--- src/rtl/cap_timer16_pkg.sv ---
package cap_timer16_pkg;
  typedef enum logic [1:0] {
    MODE_DUAL     = 2'd0,
    MODE_TMR_EVT  = 2'd1,
    MODE_CASC_TMR = 2'd2,
    MODE_CASC_EVT = 2'd3
  } tmode_e;

  localparam int ADDR_W = 3;
  localparam logic [ADDR_W-1:0] A_MODE   = 3'd0;
  localparam logic [ADDR_W-1:0] A_RELOAD = 3'd1;
  localparam logic [ADDR_W-1:0] A_MLO    = 3'd2;
  localparam logic [ADDR_W-1:0] A_MHI    = 3'd3;
  localparam logic [ADDR_W-1:0] A_CLR    = 3'd4;
endpackage

--- src/rtl/ct_edge_sync.sv ---
module ct_edge_sync #(
  parameter int STAGES = 2
) (
  input  logic clk,
  input  logic rst,
  input  logic async_in,
  output logic rise
);
  logic [STAGES:0] sh;

  genvar g;
  generate
    for (g = 0; g <= STAGES; g++) begin : g_stage
      always_ff @(posedge clk) begin
        if (rst) sh[g] <= 1'b0;
        else if (g == 0) sh[g] <= async_in;
        else sh[g] <= sh[g-1];
      end
    end
  endgenerate

  // last stage only remembers the previous synchronized value
  assign rise = sh[STAGES-1] & ~sh[STAGES];
endmodule

--- src/rtl/ct_prescaler.sv ---
module ct_prescaler #(
  parameter int PS_W = 8
) (
  input  logic            clk,
  input  logic            rst,
  input  logic            clr,
  input  logic [PS_W-1:0] reload,
  output logic            tick
);
  logic [PS_W-1:0] ps_cnt;

  assign tick = (ps_cnt == reload);

  always_ff @(posedge clk) begin
    if (rst || clr) ps_cnt <= '0;
    else if (tick)  ps_cnt <= '0;
    else            ps_cnt <= ps_cnt + 1'b1;
  end
endmodule

--- src/rtl/ct_half.sv ---
module ct_half #(
  parameter int W = 8
) (
  input  logic         clk,
  input  logic         rst,
  input  logic         clr,
  input  logic         inc,
  input  logic         cmp_en,
  input  logic [W-1:0] match,
  output logic [W-1:0] cnt,
  output logic         carry,
  output logic         hit
);
  localparam logic [W-1:0] ALL_ONES = {W{1'b1}};

  assign carry = inc && (cnt == ALL_ONES);
  assign hit   = inc && cmp_en && (cnt == match);

  always_ff @(posedge clk) begin
    if (rst || clr) cnt <= '0;
    else if (hit)   cnt <= '0;
    else if (inc)   cnt <= cnt + 1'b1;
  end
endmodule

--- src/rtl/cap_timer16.sv ---
module cap_timer16
  import cap_timer16_pkg::*;
#(
  parameter int HALF_W = 8,
  parameter int PS_W   = 8
) (
  input  logic              clk,
  input  logic              rst,
  input  logic              wr_en,
  input  logic [ADDR_W-1:0] wr_addr,
  input  logic [HALF_W-1:0] wr_data,
  input  logic              ext_cnt_in,
  input  logic              cap_lo_in,
  input  logic              cap_hi_in,
  output logic [HALF_W-1:0] cap_lo_q,
  output logic [HALF_W-1:0] cap_hi_q,
  output logic              irq_lo,
  output logic              irq_hi
);
  localparam int FULL_W = 2 * HALF_W;

  tmode_e            mode_q;
  logic [PS_W-1:0]   reload_q;
  logic [HALF_W-1:0] mlo_q, mhi_q;
  logic [HALF_W-1:0] cnt_lo, cnt_hi;
  logic              mode_wr, clr_wr;
  logic              tick, ext_rise, caplo_rise, caphi_rise;
  logic              split, inc_lo, inc_hi;
  logic              carry_lo, carry_hi, hit_lo, hit_hi, hit16, clr_cnt;
  logic              set_lo, set_hi;

  assign mode_wr = wr_en && (wr_addr == A_MODE);
  assign clr_wr  = wr_en && (wr_addr == A_CLR);

  always_ff @(posedge clk) begin
    if (rst) begin
      mode_q   <= MODE_DUAL;
      reload_q <= '0;
      mlo_q    <= '1;
      mhi_q    <= '1;
    end else if (wr_en) begin
      case (wr_addr)
        A_MODE:   mode_q   <= tmode_e'(wr_data[1:0]);
        A_RELOAD: reload_q <= wr_data[PS_W-1:0];
        A_MLO:    mlo_q    <= wr_data;
        A_MHI:    mhi_q    <= wr_data;
        default:  ;
      endcase
    end
  end

  ct_prescaler #(.PS_W(PS_W)) u_ps (
    .clk(clk), .rst(rst), .clr(mode_wr), .reload(reload_q), .tick(tick)
  );

  ct_edge_sync #(.STAGES(2)) u_sync_ext (
    .clk(clk), .rst(rst), .async_in(ext_cnt_in), .rise(ext_rise)
  );
  ct_edge_sync #(.STAGES(2)) u_sync_clo (
    .clk(clk), .rst(rst), .async_in(cap_lo_in), .rise(caplo_rise)
  );
  ct_edge_sync #(.STAGES(2)) u_sync_chi (
    .clk(clk), .rst(rst), .async_in(cap_hi_in), .rise(caphi_rise)
  );

  assign split = ~mode_q[1];

  always_comb begin
    case (mode_q)
      MODE_DUAL:     begin inc_lo = tick;     inc_hi = tick;     end
      MODE_TMR_EVT:  begin inc_lo = tick;     inc_hi = ext_rise; end
      MODE_CASC_TMR: begin inc_lo = tick;     inc_hi = carry_lo; end
      default:       begin inc_lo = ext_rise; inc_hi = carry_lo; end
    endcase
  end

  assign hit16   = !split && inc_lo && ({cnt_hi, cnt_lo} == FULL_W'({mhi_q, mlo_q}));
  assign clr_cnt = mode_wr || hit16;

  ct_half #(.W(HALF_W)) u_lo (
    .clk(clk), .rst(rst), .clr(clr_cnt), .inc(inc_lo), .cmp_en(split),
    .match(mlo_q), .cnt(cnt_lo), .carry(carry_lo), .hit(hit_lo)
  );
  ct_half #(.W(HALF_W)) u_hi (
    .clk(clk), .rst(rst), .clr(clr_cnt), .inc(inc_hi), .cmp_en(split),
    .match(mhi_q), .cnt(cnt_hi), .carry(carry_hi), .hit(hit_hi)
  );

  assign set_lo = split && hit_lo;
  assign set_hi = split ? hit_hi : hit16;

  always_ff @(posedge clk) begin
    if (rst) begin
      irq_lo <= 1'b0;
      irq_hi <= 1'b0;
    end else begin
      irq_lo <= (irq_lo && !(clr_wr && wr_data[0])) || set_lo;
      irq_hi <= (irq_hi && !(clr_wr && wr_data[1])) || set_hi;
    end
  end

  always_ff @(posedge clk) begin
    if (rst) begin
      cap_lo_q <= '0;
      cap_hi_q <= '0;
    end else begin
      if (caplo_rise) cap_lo_q <= cnt_lo;
      if (split ? caphi_rise : caplo_rise) cap_hi_q <= cnt_hi;
    end
  end
endmodule

--- config.mk ---
export PLATFORM = sky130hd
export DESIGN_NAME = cap_timer16
export DESIGN_NICKNAME = d
export VERILOG_FILES = /design/src/rtl/cap_timer16_pkg.sv /design/src/rtl/ct_edge_sync.sv /design/src/rtl/ct_prescaler.sv /design/src/rtl/ct_half.sv /design/src/rtl/cap_timer16.sv
export SDC_FILE = /design/constraint.sdc
export NUM_CORES = 1
export LEC_CHECK = 0
export BUFFER_PORTS_ARGS = -buffer_cell sky130_fd_sc_hd__clkbuf_2
export CORE_MARGIN = 10
export CORE_UTILIZATION = 45
export CTS_BUF_LIST = sky130_fd_sc_hd__clkbuf_8
export DETAILED_ROUTE_END_ITERATION = 8
export GPL_ROUTABILITY_DRIVEN = 1
export GPL_TIMING_DRIVEN = 0
export PLACE_DENSITY = 0.75
export SLEW_MARGIN = 20
export SYNTH_ARGS = -nofsm -noshare
export SYNTH_HDL_FRONTEND = slang
export SYNTH_SLANG_ARGS = --single-unit
export TNS_END_PERCENT = 1
--- constraint.sdc ---
create_clock -name clk -period 1.7 [get_ports clk]
set_input_delay 0.255 -clock clk [delete_from_list [all_inputs] [get_ports clk]]
set_output_delay 0.255 -clock clk [all_outputs]
set_load 0.03 [all_outputs]
=== Yosys cells after proc, flatten, opt, wreduce, memory -nomap -nowiden ===
Cells that the tools add are included.

* Register bits: 77
* Bits of input ports: 17
* Output and inout port bits: 18
* Word-level logic and storage cells: 76

* Add/sub/neg operators: 3
* Equality and inequality tests: 11
* Muxes and demuxes: 4
* Bitwise gates (word level): 7
* Reduce and logical (&&, ||, !) cells: 31

{| class="wikitable"
|+ Operators with widths
! cell !! number
|-
| $add A8 B1 Y8 const B || 3
|-
| $eq A8 B8 Y1 || 3
|-
| $eq A16 B16 Y1 || 1
|-
| $logic_and A1 B1 Y1 || 14
|-
| $eq A8 B8 Y1 const B || 1
|-
| $reduce_and A2 Y1 || 4
|-
| $eq A3 B2 Y1 const B || 2
|-
| $reduce_or A2 Y1 || 3
|-
| $logic_or A1 B1 Y1 || 5
|-
| $not A1 Y1 || 4
|-
| $and A1 B1 Y1 || 3
|-
| $eq A3 B1 Y1 const B || 1
|-
| $eq A3 B3 Y1 const B || 1
|-
| $logic_not A3 Y1 || 1
|-
| $mux W1 || 3
|-
| $reduce_or A3 Y1 || 1
|-
| $eq A2 B1 Y1 const B || 1
|-
| $eq A2 B2 Y1 const B || 1
|-
| $logic_not A1 Y1 || 2
|-
| $logic_not A2 Y1 || 1
|-
| $pmux W1 S2 || 1
|}

=== Depth between registers and ports, before layout ===
* Depth after elaboration: 9
* Mapped depth: 7
* Gate-level depth less buffers: 7

=== By module ===
A second synthesis with hierarchy kept.

* Cell total of the unflattened synthesis: 361
* Area, all modules: 3579.7 um^2

{| class="wikitable"
|+ By module, submodules not included
! module !! times used !! cells each !! area an instance (um^2) !! sequential area each (um^2)
|-
| cap_timer16 || 1 || 189 || 1903.1 || 880.8
|-
| ct_half || 2 || 52 || 473.0 || 160.2
|-
| ct_prescaler || 1 || 47 || 467.9 || 160.2
|-
| ct_edge_sync || 3 || 7 || 87.6 || 60.1
|}

=== Worst setup path before layout ===
No wires, ideal clock.

* Path type: reg-to-reg
* Start: reg u_ps.ps_cnt[0]
* End: reg u_hi.cnt[0]
* Setup time: 0.121 ns
* Data arrival time: 1.698 ns
* Data required time: 1.579 ns
* Path slack: -0.120 ns
* Cell stages (with the launch flop): 7
* Path buffers: 0
* Cells stage by stage: dfxtp_1 xnor2_2 nand4_4 o31ai_4 or3b_1 nand2_1 nor2_1

* Cells in the longest elaborated chain, start to end: 7
* Elaborated cells between the ends (all ways): 11
* Those cells by class: eq/ne: 1; mux: 2; reduce/logical: 8

{| class="wikitable"
|+ RTL lines
! what !! line !! source
|-
| from (decl) || ct_prescaler.sv:10 || <nowiki>logic [PS_W-1:0] ps_cnt;</nowiki>
|-
| from (signal assigned) || ct_prescaler.sv:17 || <nowiki>else ps_cnt <= ps_cnt + 1'b1;</nowiki>
|-
| $eq A8 B8 Y1 (*) || ct_prescaler.sv:12 || <nowiki>assign tick = (ps_cnt == reload);</nowiki>
|-
| $mux W1 || cap_timer16.sv:69 || <nowiki>case (mode_q)</nowiki>
|-
| $logic_and A1 B1 Y1, on equally long branches || ct_half.sv:16, cap_timer16.sv:77 ||
|-
| $pmux W1 S2 / $logic_and A1 B1 Y1 (equally long branches) || cap_timer16.sv:69, cap_timer16.sv:77 ||
|-
| $logic_and A1 B1 Y1 / $logic_or A1 B1 Y1 (equally long branches) || ct_half.sv:17, cap_timer16.sv:78 ||
|-
| $logic_and A1 B1 Y1 / $logic_or A1 B1 Y1 (equally long branches) || ct_half.sv:17, ct_half.sv:20 ||
|-
| $reduce_or A2 Y1 (no source line) || -- ||
|-
| to (signal assigned) || ct_half.sv:22 || <nowiki>else if (inc) cnt <= cnt + 1'b1;</nowiki>
|-
| to (decl) || ct_half.sv:10 || <nowiki>output logic [W-1:0] cnt,</nowiki>
|}

Every way passes the cells marked *; elsewhere a longest branch is shown, timed or not.
A chain may end at the register's enable or synchronous reset.

=== Final worst setup path ===
* Start: reg u_ps.ps_cnt[3]
* End: reg u_hi.cnt[4]

Same word-level chain as after synthesis.

==> impl_metrics.py <==
metrics = {
    "critical_path": {
        "startpoint_type": "flop",
        "r2r-start": "u_ps.ps_cnt[3]",
        "required_ps": 1950,
        "crit_family": "simple AND/OR/NAND/NOR gates",
        "cp_cell_sequence": "xnor2_4 > nand4_4 > o31ai_4 > or3b_4 > nand2_4 > nor2_1",
        "path_class": "flop to flop",
        "setup.worst_path.start": "u_ps.ps_cnt[3]",
        "critical_path_buf_inv_count": 0,
        "worstSetupEndpointType": "flop",
        "cp.arrival_ps": 1980,
        "slowest_stage": "or3b_4",
        "max_stage_delay_ps": 440,
        "worstPathMaxFanout": 8,
    },
    "sta": {
        "fin_setup_tns_ps": -184,
        "rsz0062_at_grt": "yes",
        "finalWorstSetupSlack_ps": -33.0,
        "layout_min_cycle_time_ps": 1730,
        "finalSetupViolations": 9,
        "tightest_slew_ps": 524,
        "timing.fmax_mhz": 577,
        "fin_skew_ps": 9.07,
        "slew_headroom_pct": 65.1,
        "post-route-period-util_pct": 102,
        "worst_hold_slack_ps": 107,
        "hold_viol_final": 0,
        "slew_viol_final": 0,
    },
    "detailed_routing": {
        "drtIter0Drc": 127,
        "drc": 0,
        "vias": 2547,
        "vias_per_cell": 5.02,
        "wl_per_cell_um": 14.5,
        "drt-total-wl_um": 7350,
        "ant_nets": 0,
        "drtPass1Iterations": 4,
    },
    "clock_tree": {
        "cts_sinks": 77,
        "h-tree-depth": 3,
        "clk-insertion-delay-late_ps": 350,
        "clock-root-buffer": "clkbuf_8",
        "clk_path_buf_depth": 2,
        "hold_buffers": 0,
        "cts_made_buffers": 9,
        "cts_tree": "yes",
        "cts.clk_slew.worst_paths_ps": 80,
    },
    "grt": {
        "grt.total_usage_pct": 13.8,
        "grt_pass1_wl_um": 12600,
        "grt_max_degree": 14,
        "grt_pass1_vias": 2635,
        "overflow": 0,
        "grt_antenna_before_repair": 0,
    },
    "cells_and_area": {
        "antenna-diode-count": 0,
        "area_growth_pct": 20.6,
        "nNetsFinal": 423,
        "multi_input_area_sq_mm": 0.00182,
        "fin_util_pct": 55.0,
        "ff_latch_area_sq_mm": 0.00158,
        "drive_gt1_share_pct": 25.5,
        "fill_cells": 625,
        "finalInstanceArea_sq_mm": 0.00395,
    },
    "pwr": {
        "ir_drop_v": 0.000441,
        "p_sw_share_pct": 28.3,
        "clkPwrFrac_pct": 32.9,
        "pwr_density_cell_mw_per_mm2": 923,
        "pwr-share-seq_pct": 54.0,
        "leakage_nw": 1.52,
        "p_sw_mw": 1.03,
        "comb_power_share_pct": 13.1,
        "internal_power_mw": 2.61,
    },
    "logic_synthesis": {
        "yosysWarnings": 0,
        "synth_top_area_share_pct": 47.1,
        "synthAdderAreaFrac_pct": 1.15,
        "synth-simple-area-share_pct": 26.1,
        "muxShareOfSynthArea_pct": 3.37,
        "syn_area_per_cell_sq_um": 9.21,
        "syn_area_sq_mm": 0.00327,
        "synth_cells": 355,
        "synth_top_family_by_area": "simple AND/OR/NAND/NOR gates",
        "synth_fp_nets": 375,
        "synth.distinct_cells": 36,
        "synth.area.top_cells": "dfxtp_1, xor2_1, nand2_1",
        "yosys.area_share.xor_xnor_pct": 12.2,
        "seq_area_frac_synth_pct": 47.1,
        "synth_top_area_cell": "dfxtp_1",
        "synth_compound_area_share_pct": 8.42,
        "ys_ff_latch": 77,
    },
    "floorplan": {
        "initial_core_util_pct": 45.6,
        "fp.dieW_um": 105,
        "dieArea_sq_mm": 0.0111,
        "coreArea_sq_mm": 0.00718,
        "chipHeight_um": 105,
        "rows": 31,
        "boundaryPins": 35,
    },
    "hold_path": {
        "hp-start": "cap_lo_in",
        "hp-class": "primary input to flop",
    },
    "placement": {
        "post-dp-hpwl_um": 5380,
        "port_buffers": 33,
        "place_area_sq_mm": 0.00360,
        "finalWeightedCongestion": 0.840,
    },
    "run": {
        "cap_violations": 0,
    },
    "status": {
        "status": "finished, violations left",
        "failed_checks": "setup timing",
    },
}
-- synthesized netlist by cell type (all sizes together) --
| master | instances |
|---|---|
| and3 | 8 |
| xor2 | 32 |
| or3b | 1 |
| mux2i | 11 |
| dfxtp | 77 |
| ha | 3 |
| or2 | 1 |
| a311o | 1 |
| a21oi | 22 |
| and3b | 1 |
| or3 | 2 |
| xnor2 | 10 |
| o22ai | 1 |
| nand3 | 11 |
| nor2 | 33 |
| clkbuf | 13 |
| o31ai | 2 |
| nand3b | 9 |
| nor2b | 20 |
| buf | 1 |
| nor3 | 2 |
| o31a | 1 |
| nand2 | 64 |
| nor3b | 2 |
| and2 | 2 |
| a211o | 8 |
| nor4 | 4 |
| a21boi | 1 |
| o21ai | 3 |
| nand2b | 1 |
| nand4 | 8 |
-- metrics by stage --
| stage | power, mW | setup slack (ps) | cells |
|---|---|---|---|
| after detailed placement | 2.42 | -345 | 487 |
| after CTS | 3.66 | -36.7 | 507 |
| final | 3.64 | -33.0 | 507 |
| after global placement | 2.41 | -251 | 487 |
| after floorplan | 2.30 | -19.8 | 355 |
| after global routing | 3.82 | -107 | 507 |
-- worst register-to-register path, cell delays in order (launching register included) --
cell	delay, ps
dfxtp_4	380
xnor2_4	180
nand4_4	150
o31ai_4	280
or3b_4	440
nand2_4	130
nor2_1	70
-- power groups by stage --
stage / logic (mW) / clock network [mW] / registers, mW
2_1_floorplan: 0.313 / 0 / 1.99
3_3_place_gp: 0.412 / 0 / 1.99
3_5_place_dp: 0.425 / 0 / 2.00
4_1_cts: 0.463 / 1.23 / 1.96
5_1_grt: 0.528 / 1.32 / 1.98
6_report: 0.479 / 1.20 / 1.97
-- layer usage --
| metal | share of wire (%) | track usage [%] | vias to the layer above |
|---|---|---|---|
| li1 | - | - | 1284 |
| met1 | 45 | 17.1 | 1194 |
| met2 | 48 | 22.0 | 60 |
| met3 | 6.2 | 4.57 | 9 |
| met4 | 1.1 | 4.51 | 0 |
| met5 | 0 | 0 | - |
-- flip-flops by register name, indices dropped and copies added (netlist names) --
name / cells
u_sync_ext.sh: 3
cap_lo_q: 8
mlo_q: 8
cap_hi_q: 8
u_hi.cnt: 8
irq_hi: 1
mode_q: 2
mhi_q: 8
u_ps.ps_cnt: 8
u_lo.cnt: 8
irq_lo: 1
u_sync_clo.sh: 3
reload_q: 8
u_sync_chi.sh: 3
-- area by class of cell --
cell class                      count  area share (%)
Tap cell                           99            3.14
Clock inverter                      7            1.11
Multi-Input combinational cell    264            46.1
Buffer                             12            1.21
Sequential cell                    77            40.0
Timing Repair Buffer               39            5.33
Clock buffer                        9            3.14
-- cells in the final DEF, fill, tap and decap left out, types with 10 or more instances in the layout --
master    instances
mux2i_1          11
nand3_1          11
clkbuf_1         10
nor2_1           32
nor2b_1          20
xor2_1           31
a21oi_1          20
dfxtp_1          57
dfxtp_2          16
clkbuf_2         34
nand2_1          63
-- final timing paths --
kind | endpoint | slack, ps | cells past startpoint
worst max register to register | u_hi.cnt[4] | -30 | 6
worst max-delay path | u_hi.cnt[4] | -30 | 6
worst min-delay path | u_sync_clo.sh[0] | 110 | 2
worst min register to register | u_sync_ext.sh[1] | 440 | 1
-- cell families (layout without fill, tap and decap cells) --
group	count (synthesis)	count (layout)
multiplexers	11	11
buffers and inverters	14	67
AND/OR/NAND/NOR	169	169
XOR/XNOR	42	42
AO/OA/AOI/OAI	39	39
adder cells (fa/ha/maj)	3	3
flip-flops	77	77
-- what timing repair did --
action / in CTS / in global routing
buffers inserted: 7 / 0
setup endpoints to repair: 20 / 27
gates resized for setup: 26 / 14
pin swaps: 17 / 4
Power figures use the tool's default switching activity.
